File: src/rtl/colseg_pkg.sv
package colseg_pkg;

    localparam int CH_W   = 8;
    localparam int NIB_W  = 4;
    localparam int NUM_CH = 3;
    localparam int PIX_W  = CH_W * NUM_CH;

    typedef struct packed {
        logic [CH_W-1:0] r;
        logic [CH_W-1:0] g;
        logic [CH_W-1:0] b;
    } rgb_t;

    typedef struct packed {
        logic [NIB_W-1:0] lo;
        logic [NIB_W-1:0] hi;
    } nib_range_t;

    typedef struct packed {
        logic valid;
        logic sof;
        logic eol;
        logic eof;
    } vtime_t;

    typedef enum logic {
        VIEW_PASS = 1'b0,
        VIEW_MASK = 1'b1
    } view_e;

    function automatic logic [NIB_W-1:0] upper_nib(input logic [CH_W-1:0] c);
        return c[CH_W-1 -: NIB_W];
    endfunction

    function automatic logic nib_in_range(input logic [NIB_W-1:0] n, input nib_range_t w);
        return (n >= w.lo) && (n <= w.hi);
    endfunction

endpackage

File: src/rtl/colseg_classify.sv
module colseg_classify
    import colseg_pkg::*;
(
    input  logic                    clk,
    input  logic                    rst,
    input  rgb_t                    pix_i,
    input  vtime_t                  tm_i,
    input  nib_range_t [NUM_CH-1:0] win_i,
    output rgb_t                    pix_o,
    output vtime_t                  tm_o,
    output logic                    hit_o
);

    logic [NUM_CH-1:0][CH_W-1:0] chan;
    logic [NUM_CH-1:0]           ch_hit;

    // index 2 = red, 1 = green, 0 = blue
    assign chan = {pix_i.r, pix_i.g, pix_i.b};

    for (genvar c = 0; c < NUM_CH; c++) begin : g_ch
        assign ch_hit[c] = nib_in_range(upper_nib(chan[c]), win_i[c]);
    end

    always_ff @(posedge clk) begin
        if (rst) begin
            pix_o <= '0;
            tm_o  <= '0;
            hit_o <= 1'b0;
        end else begin
            pix_o <= pix_i;
            tm_o  <= tm_i;
            hit_o <= &ch_hit;
        end
    end

endmodule

File: src/rtl/colseg_view.sv
module colseg_view
    import colseg_pkg::*;
#(
    parameter logic [PIX_W-1:0] HILITE = 24'hFFFFFF
) (
    input  logic             clk,
    input  logic             rst,
    input  rgb_t             pix_i,
    input  vtime_t           tm_i,
    input  logic             hit_i,
    input  view_e            view_i,
    output logic [PIX_W-1:0] pix_o,
    output vtime_t           tm_o
);

    logic [PIX_W-1:0] shown;

    always_comb begin
        unique case (view_i)
            VIEW_MASK: shown = hit_i ? HILITE : '0;
            default:   shown = pix_i;
        endcase
    end

    always_ff @(posedge clk) begin
        if (rst) begin
            pix_o <= '0;
            tm_o  <= '0;
        end else begin
            pix_o <= shown;
            tm_o  <= tm_i;
        end
    end

endmodule

File: src/rtl/colseg_tally.sv
module colseg_tally #(
    parameter int CNT_W = 21
) (
    input  logic             clk,
    input  logic             rst,
    input  logic             valid_i,
    input  logic             sof_i,
    input  logic             eof_i,
    input  logic             hit_i,
    input  logic [CNT_W-1:0] thr_i,
    output logic [CNT_W-1:0] count_o,
    output logic             flag_o,
    output logic             done_o
);

    logic [CNT_W-1:0] run_cnt;
    logic [CNT_W-1:0] base;
    logic [CNT_W-1:0] total;

    always_comb begin
        base  = sof_i ? '0 : run_cnt;
        total = (hit_i && (base != '1)) ? base + 1'b1 : base;
    end

    always_ff @(posedge clk) begin
        if (rst) begin
            run_cnt <= '0;
            count_o <= '0;
            flag_o  <= 1'b0;
            done_o  <= 1'b0;
        end else begin
            done_o <= 1'b0;
            if (valid_i) begin
                run_cnt <= total;
                if (eof_i) begin
                    count_o <= total;
                    flag_o  <= (total >= thr_i);
                    done_o  <= 1'b1;
                end
            end
        end
    end

endmodule

File: src/rtl/colseg_detect.sv
module colseg_detect
    import colseg_pkg::*;
#(
    parameter int               MAX_COLS = 1600,
    parameter int               MAX_ROWS = 1200,
    parameter logic [23:0]      HILITE   = 24'hFFFFFF,
    localparam int              CNT_W    = $clog2(MAX_COLS * MAX_ROWS + 1)
) (
    input  logic             clk,
    input  logic             rst,
    input  logic             in_valid,
    input  logic             in_sof,
    input  logic             in_eol,
    input  logic             in_eof,
    input  logic [23:0]      in_rgb,
    input  logic             mask_view,
    input  logic [3:0]       r_lo,
    input  logic [3:0]       r_hi,
    input  logic [3:0]       g_lo,
    input  logic [3:0]       g_hi,
    input  logic [3:0]       b_lo,
    input  logic [3:0]       b_hi,
    input  logic [CNT_W-1:0] threshold,
    output logic             out_valid,
    output logic             out_sof,
    output logic             out_eol,
    output logic             out_eof,
    output logic [23:0]      out_rgb,
    output logic             det_flag,
    output logic [CNT_W-1:0] det_count,
    output logic             det_done
);

    rgb_t                    in_pix;
    vtime_t                  in_tm;
    nib_range_t [NUM_CH-1:0] win;
    rgb_t                    s1_pix;
    vtime_t                  s1_tm;
    logic                    s1_hit;
    vtime_t                  s2_tm;
    view_e                   view_sel;

    assign in_pix   = rgb_t'(in_rgb);
    assign in_tm    = '{valid: in_valid, sof: in_sof, eol: in_eol, eof: in_eof};
    assign win      = {nib_range_t'({r_lo, r_hi}),
                       nib_range_t'({g_lo, g_hi}),
                       nib_range_t'({b_lo, b_hi})};
    assign view_sel = mask_view ? VIEW_MASK : VIEW_PASS;

    colseg_classify u_classify (
        .clk   (clk),
        .rst   (rst),
        .pix_i (in_pix),
        .tm_i  (in_tm),
        .win_i (win),
        .pix_o (s1_pix),
        .tm_o  (s1_tm),
        .hit_o (s1_hit)
    );

    colseg_view #(.HILITE(HILITE)) u_view (
        .clk    (clk),
        .rst    (rst),
        .pix_i  (s1_pix),
        .tm_i   (s1_tm),
        .hit_i  (s1_hit),
        .view_i (view_sel),
        .pix_o  (out_rgb),
        .tm_o   (s2_tm)
    );

    colseg_tally #(.CNT_W(CNT_W)) u_tally (
        .clk     (clk),
        .rst     (rst),
        .valid_i (s1_tm.valid),
        .sof_i   (s1_tm.sof),
        .eof_i   (s1_tm.eof),
        .hit_i   (s1_hit),
        .thr_i   (threshold),
        .count_o (det_count),
        .flag_o  (det_flag),
        .done_o  (det_done)
    );

    assign out_valid = s2_tm.valid;
    assign out_sof   = s2_tm.sof;
    assign out_eol   = s2_tm.eol;
    assign out_eof   = s2_tm.eof;

endmodule

File: config.mk
export PLATFORM = sky130hd
export DESIGN_NAME = colseg_detect
export DESIGN_NICKNAME = d
export VERILOG_FILES = /design/src/rtl/colseg_pkg.sv /design/src/rtl/colseg_classify.sv /design/src/rtl/colseg_view.sv /design/src/rtl/colseg_tally.sv /design/src/rtl/colseg_detect.sv
export SDC_FILE = /design/constraint.sdc
export NUM_CORES = 1
export LEC_CHECK = 0
export BUFFER_PORTS_ARGS = -buffer_cell sky130_fd_sc_hd__buf_2
export CELL_PAD_IN_SITES_DETAIL_PLACEMENT = 1
export CELL_PAD_IN_SITES_GLOBAL_PLACEMENT = 1
export CORE_UTILIZATION = 40
export CTS_CLUSTER_SIZE = 10
export DETAILED_ROUTE_END_ITERATION = 10
export PLACE_DENSITY = 0.92
export SETUP_SLACK_MARGIN = 0.15
export SYNTH_ARGS = -nofsm -noshare
export SYNTH_HDL_FRONTEND = slang
export SYNTH_HIERARCHICAL = 1
export SYNTH_SLANG_ARGS = --single-unit
File: constraint.sdc
create_clock -name clk -period 4.27 [get_ports clk]
set_input_delay 0.2135 -clock clk [delete_from_list [all_inputs] [get_ports clk]]
set_output_delay 0.2135 -clock clk [all_outputs]
set_load 0.02 [all_outputs]
==> metrics.md <==
| Metric | Value |
|---|---|
| CP Launch Type | `flop` |
| Crit end category | `flop` |
| WS Path Type | `reg2reg` |
| # nets final | `854` |
| Xor/xnor cell area share of the yosys netlist | `2.12%` |
| Top-count cell post-synth | `dfxtp_1` |
| Hold Path Class | `in2reg` |
| Die W | `118 µm` |
| Wire per inst | `17.4 µm` |
| Reg2reg end | `u_tally/flag_o` |
| Largest family of logic cells by synthesized area | `simple AND/OR/NAND/NOR gates` |
| CTS Root Cell | `clkbuf_16` |
| Die area | `0.0139 mm²` |
| Rel. slew slack | `29.2%` |
| Worst endpoint required time | `4.45 ns` |
| DIE HEIGHT | `118 µm` |
| Setup WS post-layout | `0.627 ns` |
| Fin crit share | `85.3%` |
| Worst Tran Pin Value | `1.06 ns` |
| Flops & latches, synth | `101` |
| ANT cells | `0` |
| Cell count after synthesis | `617` |
| Adder-cell share of the synthesized area | `10.7%` |
| Yosys warns | `6` |
| Htree depth | `3` |
| Final number of max-transition violations | `0` |
| Routed Antenna Nets | `0` |
| Final wirelength | `15,800 µm` |
| Via count | `4,923` |
| RSZ-0062 raised after global routing | `false` |
| Core area | `0.0129 mm²` |
| First-pass GRT wire length | `25,700 µm` |
| Post-synthesis net count | `739` |
| R2R cell count | `12` |
| Clk slew on worst S/H paths | `0.07 ns` |
| Sink Count | `101` |
| 1st-pass router iterations | `4` |
| Layout area overhead | `19.3%` |
| Post-synthesis sequential area ratio | `37.6%` |
| Post-synthesis cell area | `0.00537 mm²` |
| CTS buffer count | `9` |
| DRT iter0 DRCs | `257` |
| Final Skew | `0.00816 ns` |
| Post-synthesis mux area share | `0.373%` |
| Hold_sp | `in_sof` |
| Final worst path period need | `3.64 ns` |
| GRT overflow | `0` |
| Insertion delay to the later sink of the worst-skew pair | `0.35 ns` |
| Syn Area/Cell | `8.71 µm²` |
| Largest area contributor in the synthesized netlist | `dfxtp_1` |
| CTS Buffer Depth | `2` |
| Number of global-route vias before repair | `5,242` |
| Port Buffers | `126` |
| Proportion of layout cells with a drive suffix above 1 | `25.7%` |
| Critical Path AT | `3.82 ns` |
| Top Ports | `127` |
| CTS tree | `built` |
| Top-area cell type share of the netlist area | `37.6%` |
| Worst hold stages | `2` |
| Initial Util | `41.7%` |
| Setup TNS | `0 ns` |
| Commonest cells post-synth | `101 x dfxtp_1, 51 x inv_1, 46 x ha_1` |
| Pwr/cell area | `311 mW/mm²` |
| Post-CTS setup buffers | `0` |
| Leakage | `2.89 nW` |
| GRT Util Overall | `23.1%` |
| Via/cell ratio | `5.42` |
| Final Hold Fails | `0` |
| FP Rows | `41` |
| Worst slack at placement | `0.675 ns` |
| Maxcap violations | `0` |
| Number of synthesized flops with an enable pin | `0` |
| R2r startpoint | `u_classify/tm_o[2]` |
| Synth Area in Simple Gates | `24.4%` |
| Reg2reg setup slack | `0.63 ns` |
| Detailed Place HPWL | `12,200 µm` |
| Max Clk Rate | `0.274 GHz` |
| Synth Flop Type | `dfxtp_1` |
| Hold Path End | `u_classify/tm_o[2]` |
| Largest net degree at the start of global routing | `81` |
| Ys async rst share | `0%` |
| Initial antenna violation count | `0` |
| Synth Area in Compound Gates | `18.6%` |
| Outcome | `complete, no violations` |
| DRC | `0` |
| # setup viols final | `0` |
| Synth cell types | `63` |
| Post-cts sizing count | `0` |
| # hold bufs at CTS | `0` |
| Final Wtd Congestion | `0.946` |
| Max VDD drop | `0.189 mV` |
| Top cells by area, synth | `dfxtp_1 38%, ha_1 11%, nand2b_1 4.1%` |
| Final design utilization | `49.8%` |
| Critical Path Fanout Max | `15` |
-- per-stage QoR --
stage / cells / hold slack [ns] / total power, mW / instance area (µm²)
final: 908 / 0.0750 / 1.99 / 6410
after CTS: 908 / 0.0602 / 2.01 / 6410
after global routing: 908 / 0.0682 / 2.08 / 6410
after detailed placement: 893 / 0.427 / 1.24 / 6130
after global placement: 893 / 0.422 / 1.22 / 6130
after floorplan: 617 / 0.339 / 1.14 / 5370
-- critical path, stage by stage (launching register included) --
cell and delay (ns):
dfxtp_1 0.45, buf_4 0.26, and4b_2 0.35, nand3_4 0.15
o311ai_0 0.62, xor2_1 0.28, nor2_1 0.08, ha_1 0.31
a221oi_1 0.28, o21ai_0 0.16, nor4_1 0.24, a211o_1 0.19
a311oi_1 0.09
-- how the worst max path moves through the flow --
stage	start	endpoint	cells after the start
after floorplan	u_classify/tm_o[2]	u_tally/flag_o	14
after global placement	u_classify/tm_o[2]	u_tally/flag_o	12
after detailed placement	u_classify/tm_o[2]	u_tally/flag_o	12
after CTS	u_classify/tm_o[2]	u_tally/flag_o	12
after global routing	u_classify/tm_o[2]	u_tally/flag_o	12
final	u_classify/tm_o[2]	u_tally/flag_o	12
-- report_power, final --
part	internal (mW)	leakage (nW)	total, mW	switching [mW]
clock network	0.414	0.136	0.775	0.361
logic	0.0966	1.93	0.231	0.134
registers	0.971	0.826	0.986	0.0146
-- flip-flops by register name, indices dropped and copies added, names as in the netlist --
signal	cells
u_classify/tm_o	4
u_classify/pix_o	24
u_tally/count_o	21
u_tally/flag_o	1
u_view/pix_o	24
u_classify/hit_o	1
u_view/tm_o	4
u_tally/done_o	1
u_tally/run_cnt	21
-- placed cells by master (no fill, tap or decap), drive strengths merged, types with 2 or more instances in the layout --
cell and count:
and2 5, xor2 3, or4 7, nand2 44, dfxtp 101, ha 46, nand4 9, inv 53
a211oi 6, o21ai 36, mux2i 2, xnor2 10, nor2 27, a21o 3, o311ai 2, nand3b 2
and3 6, buf 132, or2 4, a31oi 17, o211ai 2, clkinv 3, a21oi 51, a211o 3
o21ba 8, nor3 7, clkbuf 10, o22ai 2, and2b 8, nor4 9, and4b 3, nand2b 35
a2111oi 4, nor2b 33, nand3 23, or3 4
-- cell families (layout without fill, tap and decap cells) --
kind of cell	Yosys count	in the layout
XOR/XNOR	13	13
AO/OA/AOI/OAI	144	144
AND/OR/NAND/NOR	231	231
adder cells (fa/ha/maj)	46	46
flip-flops	101	101
multiplexers	2	2
buffers and inverters	80	199
-- per-layer routing --
layer | part of all wire, % | vias to the layer above | GRT usage, %
met3 | 4.2 | 32 | 4.60
li1 | - | 2379 | -
met2 | 51 | 130 | 41.9
met1 | 42 | 2382 | 25.9
met5 | 0 | - | 0
met4 | 3.0 | 0 | 10.6
-- area by class of cell --
| cell class | count | area (µm²) |
|---|---|---|
| repair buffers | 132 | 676 |
| clock buffers | 10 | 239 |
| multi-input cells | 436 | 3020 |
| flip-flops and latches | 101 | 2020 |
| inverters | 52 | 195 |
| clock inverters | 5 | 42.5 |
| well taps | 172 | 215 |
| fillers | 1549 | 6470 |
(Power assumes the default switching activity.)
